**src/rtl/lin_hdr_pkg.sv**
```systemverilog
package lin_hdr_pkg;

   localparam int LIN_ID_BITS   = 6;
   localparam int LIN_BYTE_BITS = 8;
   localparam int FRAME_BITS    = LIN_BYTE_BITS + 2;

   typedef enum logic [2:0] {
      PH_IDLE,
      PH_ALIGN,
      PH_BREAK,
      PH_DELIM,
      PH_SYNC,
      PH_IDENT
   } hdr_phase_t;

   // Build the protected identifier: 6 id bits plus two parity bits.
   function automatic logic [LIN_BYTE_BITS-1:0] protect_id(input logic [LIN_ID_BITS-1:0] id);
      logic p_even;
      logic p_odd;
      p_even = id[0] ^ id[1] ^ id[2] ^ id[4];
      p_odd  = ~(id[1] ^ id[3] ^ id[4] ^ id[5]);
      return {p_odd, p_even, id};
   endfunction

endpackage

```
**src/rtl/lin_hdr_frame.sv**
```systemverilog
module lin_hdr_frame #(
   parameter int DATA_W = 8,
   localparam int FRM_W = DATA_W + 2
) (
   input  logic [DATA_W-1:0] data_i,
   output logic [FRM_W-1:0]  frame_o
);

   if (DATA_W < 1) begin : g_bad_width
      $error("lin_hdr_frame: DATA_W must be positive");
   end

   // Slot 0 carries the start bit, then the data LSB first, then the stop bit.
   assign frame_o[0]       = 1'b0;
   assign frame_o[FRM_W-1] = 1'b1;

   for (genvar i = 0; i < DATA_W; i++) begin : g_data_slot
      assign frame_o[i+1] = data_i[i];
   end

endmodule

```
**src/rtl/lin_hdr_seq.sv**
```systemverilog
module lin_hdr_seq
   import lin_hdr_pkg::*;
#(
   parameter int BREAK_BITS = 13,
   parameter int DELIM_BITS = 1,
   parameter int FRM_W      = FRAME_BITS
) (
   input  logic             clk,
   input  logic             rst,
   input  logic             bit_tick_i,
   input  logic             start_i,
   input  logic [FRM_W-1:0] sync_frame_i,
   input  logic [FRM_W-1:0] id_frame_i,
   output logic             tx_o,
   output logic             busy_o,
   output logic             done_o
);

   localparam int MAX_A = (BREAK_BITS > DELIM_BITS) ? BREAK_BITS : DELIM_BITS;
   localparam int MAX_C = (MAX_A > FRM_W) ? MAX_A : FRM_W;
   localparam int CNT_W = $clog2(MAX_C + 1);

   localparam logic [CNT_W-1:0] BRK_LAST = CNT_W'(BREAK_BITS - 1);
   localparam logic [CNT_W-1:0] DEL_LAST = CNT_W'(DELIM_BITS - 1);
   localparam logic [CNT_W-1:0] FRM_LAST = CNT_W'(FRM_W - 1);

   hdr_phase_t       phase_q;
   logic [CNT_W-1:0] cnt_q;
   logic [CNT_W-1:0] cnt_nxt;

   assign cnt_nxt = cnt_q + 1'b1;

   function automatic logic pick(input logic [FRM_W-1:0] frm, input logic [CNT_W-1:0] idx);
      logic r;
      r = 1'b1;
      for (int i = 0; i < FRM_W; i++) begin
         if (CNT_W'(i) == idx) r = frm[i];
      end
      return r;
   endfunction

   always_ff @(posedge clk) begin
      if (rst) begin
         phase_q <= PH_IDLE;
         cnt_q   <= '0;
         tx_o    <= 1'b1;
         busy_o  <= 1'b0;
         done_o  <= 1'b0;
      end else begin
         done_o <= 1'b0;
         case (phase_q)
            PH_IDLE: begin
               if (start_i) begin
                  phase_q <= PH_ALIGN;
                  busy_o  <= 1'b1;
               end
            end
            PH_ALIGN: begin
               if (bit_tick_i) begin
                  phase_q <= PH_BREAK;
                  cnt_q   <= '0;
                  tx_o    <= 1'b0;
               end
            end
            PH_BREAK: begin
               if (bit_tick_i) begin
                  if (cnt_q == BRK_LAST) begin
                     phase_q <= PH_DELIM;
                     cnt_q   <= '0;
                     tx_o    <= 1'b1;
                  end else begin
                     cnt_q <= cnt_nxt;
                  end
               end
            end
            PH_DELIM: begin
               if (bit_tick_i) begin
                  if (cnt_q == DEL_LAST) begin
                     phase_q <= PH_SYNC;
                     cnt_q   <= '0;
                     tx_o    <= sync_frame_i[0];
                  end else begin
                     cnt_q <= cnt_nxt;
                  end
               end
            end
            PH_SYNC: begin
               if (bit_tick_i) begin
                  if (cnt_q == FRM_LAST) begin
                     phase_q <= PH_IDENT;
                     cnt_q   <= '0;
                     tx_o    <= id_frame_i[0];
                  end else begin
                     cnt_q <= cnt_nxt;
                     tx_o  <= pick(sync_frame_i, cnt_nxt);
                  end
               end
            end
            PH_IDENT: begin
               if (bit_tick_i) begin
                  if (cnt_q == FRM_LAST) begin
                     phase_q <= PH_IDLE;
                     cnt_q   <= '0;
                     tx_o    <= 1'b1;
                     busy_o  <= 1'b0;
                     done_o  <= 1'b1;
                  end else begin
                     cnt_q <= cnt_nxt;
                     tx_o  <= pick(id_frame_i, cnt_nxt);
                  end
               end
            end
            default: begin
               phase_q <= PH_IDLE;
               tx_o    <= 1'b1;
               busy_o  <= 1'b0;
            end
         endcase
      end
   end

endmodule

```
**src/rtl/lin_hdr_tx.sv**
```systemverilog
module lin_hdr_tx
   import lin_hdr_pkg::*;
#(
   parameter int          BREAK_BITS   = 13,
   parameter int          DELIM_BITS   = 1,
   parameter int          ID_W         = 6,
   parameter logic [7:0]  SYNC_PATTERN = 8'h55
) (
   input  logic            clk,
   input  logic            rst,
   input  logic            bit_tick_i,
   input  logic            start_i,
   input  logic [ID_W-1:0] id_i,
   output logic            tx_o,
   output logic            busy_o,
   output logic            done_o
);

   localparam int BYTE_W = LIN_BYTE_BITS;
   localparam int FRM_W  = BYTE_W + 2;

   if (BREAK_BITS < 13) begin : g_bad_break
      $error("lin_hdr_tx: BREAK_BITS must be at least 13");
   end
   if (DELIM_BITS < 1) begin : g_bad_delim
      $error("lin_hdr_tx: DELIM_BITS must be at least 1");
   end
   if (ID_W != LIN_ID_BITS) begin : g_bad_id
      $error("lin_hdr_tx: ID_W must equal 6");
   end

   logic [ID_W-1:0]   id_q;
   logic [BYTE_W-1:0] pid;
   logic [FRM_W-1:0]  sync_frame;
   logic [FRM_W-1:0]  id_frame;

   // Identifier is captured only when a start is accepted.
   always_ff @(posedge clk) begin
      if (rst) begin
         id_q <= '0;
      end else if (start_i && !busy_o) begin
         id_q <= id_i;
      end
   end

   assign pid = protect_id(id_q);

   lin_hdr_frame #(.DATA_W(BYTE_W)) u_sync_frm (
      .data_i  (SYNC_PATTERN),
      .frame_o (sync_frame)
   );

   lin_hdr_frame #(.DATA_W(BYTE_W)) u_id_frm (
      .data_i  (pid),
      .frame_o (id_frame)
   );

   lin_hdr_seq #(
      .BREAK_BITS (BREAK_BITS),
      .DELIM_BITS (DELIM_BITS),
      .FRM_W      (FRM_W)
   ) u_seq (
      .clk          (clk),
      .rst          (rst),
      .bit_tick_i   (bit_tick_i),
      .start_i      (start_i),
      .sync_frame_i (sync_frame),
      .id_frame_i   (id_frame),
      .tx_o         (tx_o),
      .busy_o       (busy_o),
      .done_o       (done_o)
   );

endmodule

```
**config.mk**
```make
export PLATFORM = sky130hd
export DESIGN_NAME = lin_hdr_tx
export DESIGN_NICKNAME = d
export VERILOG_FILES = /design/src/rtl/lin_hdr_pkg.sv /design/src/rtl/lin_hdr_frame.sv /design/src/rtl/lin_hdr_seq.sv /design/src/rtl/lin_hdr_tx.sv
export SDC_FILE = /design/constraint.sdc
export NUM_CORES = 1
export LEC_CHECK = 0
export BUFFER_PORTS_ARGS = -buffer_cell sky130_fd_sc_hd__clkbuf_2
export CORE_UTILIZATION = 52
export DETAILED_ROUTE_END_ITERATION = 6
export PLACE_DENSITY_LB_ADDON = 0.08
export SYNTH_ARGS = -nofsm -noshare
export SYNTH_HDL_FRONTEND = slang
export SYNTH_SLANG_ARGS = --single-unit
export TNS_END_PERCENT = 100
```
**constraint.sdc**
```tcl
create_clock -name clk -period 1.9 [get_ports clk]
set_input_delay 0.095 -clock clk [delete_from_list [all_inputs] [get_ports clk]]
set_output_delay 0.095 -clock clk [all_outputs]
set_load 0.01 [all_outputs]
```
==> metrics.cfg <==
[logic_synthesis]
synth.area.mux_share_pct=5.82
yosysWarningCount=0
yosysUniqueCellTypes=50
syn_area_per_cell_sq_um=8.48
netlist_top_cells_count=17 x nor2_1, 16 x dfxtp_1, 10 x a21oi_1, 7 x mux2i_1, 7 x nand2_1
synth_top_family_by_area=compound AO/OA/AOI/OAI gates
synth_area_sq_mm=0.00120
synth_top_area_share_pct=26.6
synth_xor_area_share_pct=5.72
synth-main-ff-cell=dfxtp_1
yosys.area.top_type=dfxtp_1
synthAdderAreaFrac_pct=5.20
yosysMostFrequentCell=nor2_1
yosys_register_bits=16
synth-simple-area-share_pct=22.1
synth_edf_count=0
syn_nets=157
synth_compound_area_share_pct=27.8
ys_seq_area_share_pct=26.6
syn_inst=142
synth_area_leaders=dfxtp_1 27%, mux2i_1 5.8%, nor2_1 5.3%, ha_1 5.2%, xnor2_1 4.4%
async_reset_ff_share_pct=0

[worst_setup_path]
crit_fanout=4
crit_path_start=u_seq.cnt_q[0]
cp-end-kind=flop
cp-start-kind=flop
crit_type=flop to flop
r2r_slack_ps=130
crit_required_ps=2140
reg2regPathDepth=7
reg2reg_to=u_seq.tx_o
r2r_start=u_seq.cnt_q[0]
setup.worst_path.end=u_seq.tx_o
critPathArrivalTime_ps=2010

[status]
status=complete, no violations

[floorplan]
num_rows=17
core_area_sq_mm=0.00219
die_height_um=50.1
dieArea_sq_mm=0.00251
start_util_pct=54.9
die_w_um=50.1
ioPinCount=13

[timing]
setup_slack_ps=127
max_freq_mhz=564
timing_hold_violations_final=0
fin_crit_sh_pct=93.3
setup_viol=0
rsz0062_at_grt=false
worst_pin_slew_ps=645
setup-tns-final_ps=0
fin_crit_ps=1770
maxSlewHeadroom_pct=56.5
drv_slew=0
skew_ps=9.31

[clock_tree]
clkTransAtPathRegs_ps=110
cts_max_level=1
clockBufferDepth=2
holdBufCountCts=0
clock-sinks=16
cts_buffers=3
cts_tree=built
postCtsSetupBuffers=0
clock_latency_ps=290
clock-root-buffer=clkbuf_4

[global_route]
grt_pass1_vias=933
grt_start_max_net_pins=18
grt_usage_pct=21.6
grt_pass1_wl_mm=4.15
antenna_found_initial=0
grt_overflow=0

[routing]
via_count=1083
wl_per_cell_um=13.5
finalWirelength_mm=2.51
drc=0
ant_nets=0
firstDrtPassIters=4
drtIter0Drc=25
routed_via_density=5.82

[power]
p_leak_nw=0.507
ir_drop_uv=520
p_per_area_mw_per_mm2=841

[finish]
drive_gt1_share_pct=22.2
multi_input_area_sq_um=802
final_area_sq_mm=0.00134
nFillCells=198
antennaDiodeCount=0
nets=174
register_area_sq_um=322
area_growth_syn_to_layout_pct=11.4

[placement]
pre_cts_slack_ps=107
dp_hpwl_mm=1.86
port_buffers=12
placed_area_sq_mm=0.00130
gp_congestion=0.907

[flow_run]
drv_cap=0

[hold_path]
hold_path.class=input port to flop

[layout by cell type (no fill, tap or decap), types with 3 or more instances in the layout]
master and n:
dfxtp_1 15, nor2b_1 4, nor2_1 17, xnor2_1 6, buf_4 10, nor3_1 3, clkbuf_4 3, nand2_1 7
ha_1 5, o211ai_1 3, nand3b_1 3, mux2i_1 7, a31oi_1 3, nand3_1 4, a21oi_1 10, inv_1 3
clkbuf_2 12
[routing by layer]
layer / GRT usage, % / routed length (um) / vias to the layer above
met5: 0 / 0 / -
met4: 9.05 / 10 / 0
met3: 3.70 / 63 / 2
met2: 34.0 / 1280 / 20
met1: 28.6 / 1150 / 510
li1: - / - / 551
[per-stage QoR]
step	total power, mW	utilization, %	hold slack (ps)	cells
after floorplan	0.797	-	242	142
after global placement	0.886	59.5	331	182
after detailed placement	0.893	59.5	341	182
after CTS	1.13	61.2	37.3	186
after global routing	1.21	61.2	35.6	186
final	1.13	61.2	39.7	186
[cell type report]
| class | count | area share, % |
|---|---|---|
| Timing Repair Buffer | 22 | 10.1 |
| Inverter | 3 | 0.840 |
| Sequential cell | 16 | 24.0 |
| Multi-Input combinational cell | 113 | 59.8 |
| Clock buffer | 4 | 2.71 |
| Tap cell | 28 | 2.61 |
[worst min path at each step]
stage          slack [ps]  depth (start not counted)    start      end
3_5_place_dp          340                          3  id_i[5]  id_q[5]
2_1_floorplan         240                          2  id_i[0]  id_q[0]
3_3_place_gp          330                          3  id_i[1]  id_q[1]
5_1_grt                40                          3  id_i[3]  id_q[3]
4_1_cts                40                          3  id_i[5]  id_q[5]
6_report               40                          3  id_i[1]  id_q[1]
[cell families after synthesis]
kind of cell | after synthesis
compound gates | 44
xor+xnor | 7
fa+ha+maj | 5
buf+inv | 13
flops | 16
mux | 7
simple gates | 50
[where the power goes]
part | total [mW] | switching [mW] | internal [mW]
logic | 0.460 | 0.240 | 0.220
clock network | 0.237 | 0.120 | 0.117
registers | 0.430 | 0.0524 | 0.378
total | 1.13 | 0.413 | 0.715
[state kept, by name, indices dropped and copies added (netlist names)]
signal	cells
id_q	6
u_seq.cnt_q	4
u_seq.phase_q	3
u_seq.busy_o	1
u_seq.done_o	1
u_seq.tx_o	1
[worst max-delay path: stages, from the launching register on]
cell     delay (ps)
dfxtp_2         370
inv_1            80
ha_1            230
nor2b_1         130
o31a_1          240
a211o_1         270
a221o_1         310
nand4_1          80
[repair_timing]
action	CTS	global route
endpoints found under the setup margin	0	1
resized for setup	0	1
hold endpoints to repair	0	0
Power figures use the tool's default switching activity.
